File: config.mk
export PLATFORM = sky130hd
export DESIGN_NAME = mcell_top
export DESIGN_NICKNAME = d
export VERILOG_FILES = /design/src/rtl/mcell_pkg.sv /design/src/rtl/mcell_route.sv /design/src/rtl/mcell_pterm.sv /design/src/rtl/mcell_out.sv /design/src/rtl/mcell_top.sv
export SDC_FILE = /design/constraint.sdc
export NUM_CORES = 1
export LEC_CHECK = 0
export BUFFER_PORTS_ARGS = -buffer_cell sky130_fd_sc_hd__clkbuf_2
export CAP_MARGIN = 20
export CELL_PAD_IN_SITES_DETAIL_PLACEMENT = 0
export CELL_PAD_IN_SITES_GLOBAL_PLACEMENT = 1
export CORE_ASPECT_RATIO = 1.25
export CORE_MARGIN = 2
export CORE_UTILIZATION = 22
export CTS_CLUSTER_DIAMETER = 200
export DETAILED_ROUTE_END_ITERATION = 7
export PLACE_DENSITY = 0.83
export SLEW_MARGIN = 10
export SYNTH_ARGS = -nofsm -noshare
export SYNTH_HDL_FRONTEND = slang
export SYNTH_SLANG_ARGS = --single-unit
File: constraint.sdc
create_clock -name clk -period 7.1 [get_ports clk]
set_input_delay 1.42 -clock clk [delete_from_list [all_inputs] [get_ports clk]]
set_output_delay 1.42 -clock clk [all_outputs]
set_load 0.03 [all_outputs]
File: src/rtl/mcell_pkg.sv
package mcell_pkg;

  typedef enum logic {
    OUT_COMB = 1'b0,
    OUT_REG  = 1'b1
  } out_mode_e;

  // Bus line reached by selector k when its select code is s.
  function automatic int unsigned route_line(input int unsigned k,
                                             input int unsigned s,
                                             input int unsigned n_in);
    return k + n_in * s;
  endfunction

  // One product term: true literals require 1, complement literals require 0.
  function automatic logic term_value(input logic [31:0] loc,
                                      input logic [31:0] tmask,
                                      input logic [31:0] cmask);
    logic [31:0] miss;
    miss = (tmask & ~loc) | (cmask & loc);
    return ~|miss;
  endfunction

endpackage

File: src/rtl/mcell_route.sv
module mcell_route
  import mcell_pkg::*;
#(
  parameter int N_IN  = 4,
  parameter int BUS_W = 16,
  localparam int GRP   = BUS_W / N_IN,
  localparam int SEL_W = (GRP > 1) ? $clog2(GRP) : 1
) (
  input  logic                    clk,
  input  logic                    rst,
  input  logic [BUS_W-1:0]        bus_i,
  input  logic [N_IN*SEL_W-1:0]   sel_i,
  output logic [N_IN-1:0]         loc_o
);

  for (genvar k = 0; k < N_IN; k++) begin : g_mux
    logic [GRP-1:0]   grp;
    logic [SEL_W-1:0] sel;

    for (genvar g = 0; g < GRP; g++) begin : g_tap
      assign grp[g] = bus_i[route_line(k, g, N_IN)];
    end

    assign sel      = sel_i[k*SEL_W +: SEL_W];
    assign loc_o[k] = grp[sel];

    AST_ROUTE_GROUP_HIGH: assert property (@(posedge clk) disable iff (rst)
      (&grp) |-> loc_o[k]);
    AST_ROUTE_GROUP_LOW: assert property (@(posedge clk) disable iff (rst)
      (~|grp) |-> !loc_o[k]);
  end

endmodule

File: src/rtl/mcell_pterm.sv
module mcell_pterm
  import mcell_pkg::*;
#(
  parameter int N_IN = 4,
  parameter int N_PT = 4
) (
  input  logic                   clk,
  input  logic                   rst,
  input  logic [N_IN-1:0]        loc_i,
  input  logic [N_PT*N_IN-1:0]   pt_true_i,
  input  logic [N_PT*N_IN-1:0]   pt_comp_i,
  input  logic [N_PT-1:0]        pt_or_i,
  output logic                   sop_o
);

  logic [N_PT-1:0] term;

  for (genvar p = 0; p < N_PT; p++) begin : g_term
    logic [N_IN-1:0] tm;
    logic [N_IN-1:0] cm;
    logic [31:0]     loc_x, tm_x, cm_x;

    assign tm    = pt_true_i[p*N_IN +: N_IN];
    assign cm    = pt_comp_i[p*N_IN +: N_IN];
    assign loc_x = 32'(loc_i);
    assign tm_x  = 32'(tm);
    assign cm_x  = 32'(cm);
    assign term[p] = term_value(loc_x, tm_x, cm_x);

    AST_TERM_CONFLICT: assert property (@(posedge clk) disable iff (rst)
      (|(tm & cm)) |-> !term[p]);
    AST_TERM_EMPTY: assert property (@(posedge clk) disable iff (rst)
      (~|(tm | cm)) |-> term[p]);
  end

  assign sop_o = |(term & pt_or_i);

  AST_NO_TERM_ENABLED: assert property (@(posedge clk) disable iff (rst)
    (~|pt_or_i) |-> !sop_o);

endmodule

File: src/rtl/mcell_out.sv
module mcell_out
  import mcell_pkg::*;
(
  input  logic clk,
  input  logic rst,
  input  logic sop_i,
  input  logic pol_inv_i,
  input  logic reg_sel_i,
  output logic d_pol_o,
  output logic q_o,
  output logic mc_o
);

  out_mode_e mode;

  assign mode    = out_mode_e'(reg_sel_i);
  assign d_pol_o = sop_i ^ pol_inv_i;

  always_ff @(posedge clk) begin
    if (rst) q_o <= 1'b0;
    else     q_o <= d_pol_o;
  end

  assign mc_o = (mode == OUT_REG) ? q_o : d_pol_o;

  AST_RESET_CLEARS: assert property (@(posedge clk)
    rst |=> !q_o);

endmodule

File: src/rtl/mcell_top.sv
module mcell_top
  import mcell_pkg::*;
#(
  parameter int BUS_W = 16,
  parameter int N_IN  = 4,
  parameter int N_PT  = 4,
  localparam int GRP   = BUS_W / N_IN,
  localparam int SEL_W = (GRP > 1) ? $clog2(GRP) : 1
) (
  input  logic                  clk,
  input  logic                  rst,
  input  logic [BUS_W-1:0]      bus_i,
  input  logic [N_IN*SEL_W-1:0] sel_i,
  input  logic [N_PT*N_IN-1:0]  pt_true_i,
  input  logic [N_PT*N_IN-1:0]  pt_comp_i,
  input  logic [N_PT-1:0]       pt_or_i,
  input  logic                  pol_inv_i,
  input  logic                  reg_sel_i,
  output logic                  mc_o,
  output logic                  fb_o
);

  logic [N_IN-1:0] loc_w;
  logic            sop_w;
  logic            d_pol_w;
  logic            q_w;

  mcell_route #(.N_IN(N_IN), .BUS_W(BUS_W)) u_route (
    .clk   (clk),
    .rst   (rst),
    .bus_i (bus_i),
    .sel_i (sel_i),
    .loc_o (loc_w)
  );

  mcell_pterm #(.N_IN(N_IN), .N_PT(N_PT)) u_pterm (
    .clk       (clk),
    .rst       (rst),
    .loc_i     (loc_w),
    .pt_true_i (pt_true_i),
    .pt_comp_i (pt_comp_i),
    .pt_or_i   (pt_or_i),
    .sop_o     (sop_w)
  );

  mcell_out u_out (
    .clk       (clk),
    .rst       (rst),
    .sop_i     (sop_w),
    .pol_inv_i (pol_inv_i),
    .reg_sel_i (reg_sel_i),
    .d_pol_o   (d_pol_w),
    .q_o       (q_w),
    .mc_o      (mc_o)
  );

  assign fb_o = mc_o;

  AST_COMB_PATH: assert property (@(posedge clk) disable iff (rst)
    !reg_sel_i |-> (mc_o == (sop_w ^ pol_inv_i)));
  AST_REG_CAPTURE: assert property (@(posedge clk) disable iff (rst)
    !rst |=> (q_w == $past(sop_w ^ pol_inv_i)));
  AST_REG_VISIBLE: assert property (@(posedge clk) disable iff (rst)
    reg_sel_i |-> (fb_o == q_w));

endmodule

Yosys cells after proc, flatten, opt, wreduce, memory -nomap -nowiden --
Index checks and enable logic that the tools add are counted.
Word-level totals: register bits 1, bits of input ports 64, output and inout port bits 2, logic and storage cells 38
Cells by class: reduce and logical (&&, ||, !) cells 9, mux-type cells 9, order comparisons 4, bitwise operators 15
Operator list (count):
- $and A4 B32 Y32 | 4
- $or A32 B32 Y32 | 4
- $reduce_or A32 Y1 | 4
- $not A4 Y32 | 1
- $and A4 B4 Y4 | 5
- $lt A2 B3 Y1 const B | 4
- $bmux W1 S2 | 4
- $mux W1 | 5
- $logic_not A1 Y1 | 4
- $reduce_or A4 Y1 | 1
- $xor A1 B1 Y1 | 1

Depth between registers and ports, before layout --
depth in word-level cells 11, depth in mapped cells 8, gate-level depth less buffers 7

Modules after synthesis --
Synthesis repeated with hierarchy kept, for this count alone.
Unflattened totals: cell total of the unflattened synthesis 38, area, all modules 400.4 sq um
By module, submodules not included:
- mcell_pterm | sequential area each 0.0 sq um, cells an instance 29, instances 1, area an instance 256.5 sq um
- mcell_route | sequential area each 0.0 sq um, cells an instance 4, instances 1, area an instance 90.1 sq um
- mcell_out | sequential area each 20.0 sq um, cells an instance 4, instances 1, area an instance 46.3 sq um
- mcell_top | sequential area each 0.0 sq um, cells an instance 1, instances 1, area an instance 7.5 sq um

Worst setup path after synthesis --
OpenSTA, ideal clock, no wires.
path kind input-to-output, start point input sel_i[4], end point output mc_o, path slack 2288 ps, stages on the path 8, arrival 3392 ps, data required time 5680 ps, buffers on the path 1, cell sequence mux4_2 -> mux2_1 -> a21oi_1 -> nand4_1 -> nand4_1 -> xnor2_1 -> o21ai_1 -> buf_4
On the way: cells in the longest elaborated chain, start to end 11, elaborated cells on any way between the ends 27, those cells by class 3 x mux; 15 x bitwise; 9 x reduce/logical
Ends and longest elaborated chain:
- from (decl) | line mcell_top.sv:13 | input logic [N_IN*SEL_W-1:0] sel_i,
- $bmux W1 S2 (*) | line mcell_route.sv:25 | assign loc_o[k] = grp[sel];
- $mux W1 (not written as such) (*) | line mcell_route.sv:25
- $not A4 Y32 | line mcell_pkg.sv:20 | miss = (tmask & ~loc) | (cmask & loc);
- $and A4 B32 Y32 | line mcell_pkg.sv:20
- $or A32 B32 Y32 | line mcell_pkg.sv:20
- $reduce_or A32 Y1 | line mcell_pkg.sv:21 | return ~|miss;
- $logic_not A1 Y1 | line mcell_pkg.sv:21
- $and A4 B4 Y4 (*) | line mcell_pterm.sv:36 | assign sop_o = |(term & pt_or_i);
- $reduce_or A4 Y1 (*) | line mcell_pterm.sv:36
- $xor A1 B1 Y1 (*) | line mcell_out.sv:17 | assign d_pol_o = sop_i ^ pol_inv_i;
- $mux W1 (*) | line mcell_out.sv:24 | assign mc_o = (mode == OUT_REG) ? q_o : d_pol_o;
- to (decl) | line mcell_top.sv:19 | output logic mc_o,
Mark *: on every way between the ends. The rest lies on a longest branch, timed or not. The select of a mux whose other input is x is not followed.

Worst setup path after layout --
start point input sel_i[4], end point output fb_o
On the way: cells in the longest elaborated chain, start to end 11, elaborated cells on any way between the ends 27, those cells by class 3 x mux; 15 x bitwise; 9 x reduce/logical
Ends and longest elaborated chain:
- $bmux W1 S2 (*) | line mcell_route.sv:25
- $mux W1 (not written as such) (*) | line mcell_route.sv:25
- $not A4 Y32 | line mcell_pkg.sv:20
- $and A4 B32 Y32 | line mcell_pkg.sv:20
- $or A32 B32 Y32 | line mcell_pkg.sv:20
- $reduce_or A32 Y1 | line mcell_pkg.sv:21
- $logic_not A1 Y1 | line mcell_pkg.sv:21
- $and A4 B4 Y4 (*) | line mcell_pterm.sv:36
- $reduce_or A4 Y1 (*) | line mcell_pterm.sv:36
- $xor A1 B1 Y1 (*) | line mcell_out.sv:17
- $mux W1 (*) | line mcell_out.sv:24
- to (decl) | line mcell_top.sv:20 | output logic fb_o
Marked as above.

==> flow_summary.ini <==
[clocking]
clk_pin_slew_ns = 0
cts-resized-gates = 0
cts_setup_buffers = 0
cts_hold_buf = 0

[detailed_routing]
drtPass1Iterations = 2
drt_first_iter_violations = 6
vias_per_cell = 4.636
drt_drc_violations_left = 0
drt_wl_total_um = 1754
wire_per_inst_um = 11.39
antenna_left = 0
num_vias = 714

[layout]
regMostFlops = u_out.q_o
largest_register_ffs = 1
num_antenna_cells = 0
n_fill_cell = 261
syn_to_final_growth_pct = 64.11
instances_no_fill = 154
biggestRegsByFlops = u_out.q_o: 1 flops
nets = 187
drive_gt1_share_pct = 62.81

[synth]
avgSynthCellArea_um2 = 9.557
syn_area_um2 = 554.3
postSynthCellCount = 58
yosys_warnings = 0
synth_cell_types = 14
syn-num-nets = 122
ys_seq_area_share_pct = 3.612
synth-seq-cells = 1

[min_path]
hold_class = input pin to flip-flop

[worst_setup_path]
cp.arrival_ns = 3.25
worstSetupEndpointType = output pin
start_kind = input pin
critPathMaxFanout = 3
crit_type = input pin to output pin
cp_data_required_time_ns = 5.68

[grt]
first_global_vias = 694
antenna_found_initial = 0
grt_max_degree = 8
grt_use_total_pct = 11.18
overflow = 0
grt_pass1_wl_um = 2691

[floorplan]
die_area_um2 = 2940
core_area_um2 = 2402
start_util_pct = 23.07
die_x_um = 48.90
fp.dieH_um = 60.12
rows = 20
ios = 66

[place]
place.detailed.hpwl_um = 1682
place_inst = 154
place_congestion = 0.6639
io_buffers = 65

[timing]
finalSetupViolCount = 0
max_freq_mhz = 214.2
slew_headroom_pct = 64.96
report.final.slew_viol_count = 0
tightest_slew_ns = 0.5110
grt_setup_unrepaired = false
finalCritPeriodShare_pct = 65.75
min_period_ns = 4.668
setup-tns-final_ns = 0
hold_viol = 0

[power]
powerDensity_nw_per_um2 = 69.84
ir_drop_mv = 0.02588
p_leak_nw = 0.5090

[status]
outcome = finished, final reports clean

[job]
maxCapViolCount = 0
## per-layer routing
layer | wire (um) | track usage (%) | up-vias
met5 | 0 | 0 | -
met4 | 0 | 0 | 0
met3 | 166 | 2.000 | 0
met2 | 952 | 24.66 | 36
met1 | 636 | 11.36 | 315
li1 | - | - | 363
## critical path, cell delays in order
cell and delay [ns]:
clkbuf_2 0.11, mux4_2 0.54, mux2_1 0.34, a21oi_1 0.13, nand4_1 0.12, nand4_1 0.12, xnor2_1 0.09, o21ai_1 0.15
clkbuf_2 0.23
## cell usage after synthesis (all sizes together)
master,instances,share of area [%]
a21oi,4,3.6
buf,2,2.0
nand4,5,5.6
o21ai,1,0.90
nand2,1,0.68
nor2,1,0.68
mux2i,24,43
dfxtp,1,3.6
mux4,2,8.1
o21a,4,5.4
xnor2,1,1.6
mux2,12,24
## power by group
group | switching [W] | internal [W]
Combinational | 0.0000247 | 0.0000322
Sequential | 0.000000165 | 0.00000639
Clock | 0 | 0
Total | 0.0000249 | 0.0000386
## worst paths after layout
path      from        end  slack, ns  cells past startpoint
max   sel_i[4]       fb_o       2.43                      9
min        rst  u_out.q_o       1.59                      2
## logic make-up (layout without fill, tap and decap cells)
logic type / Yosys count / in the layout / synth area share (%)
xor gates and xnor gates: 1 / 1 / 1.580
and+or+nand+nor: 7 / 7 / 6.996
buffers and inverters: 2 / 65 / 2.031
DFF: 1 / 1 / 3.612
muxes: 38 / 38 / 75.85
AOI/OAI and AO/OA: 9 / 9 / 9.932
## per-stage QoR
stage	setup WS (ns)	util [%]	power [W]	hold WS [ns]	instance area, um^2
floorplan	2.288	-	0.00003981	1.492	554.3
global placement	2.426	37.86	0.00006316	1.583	909.6
detailed placement	2.419	37.86	0.00006419	1.586	909.6
CTS	2.416	37.86	0.00006443	1.587	909.6
global route	2.299	37.86	0.00006927	1.595	909.6
finish	2.432	37.86	0.00006353	1.585	909.6
## cell usage in the layout, fill, tap and decap left out, types with 2 or more instances in the layout
master and count:
o21a_1 4, a21oi_1 4, mux2_1 3, nand4_1 5
mux2_2 9, mux2i_1 24, clkbuf_2 65, mux4_2 2
## final cells by class
class / instances / area (um^2) / area share, %
sequential: 1 / 20.02 / 2.201
timing repair buffer: 65 / 325.3 / 35.76
multi-input combinational: 55 / 523.0 / 57.50
tap: 33 / 41.29 / 4.539
(Power assumes the default switching activity.)
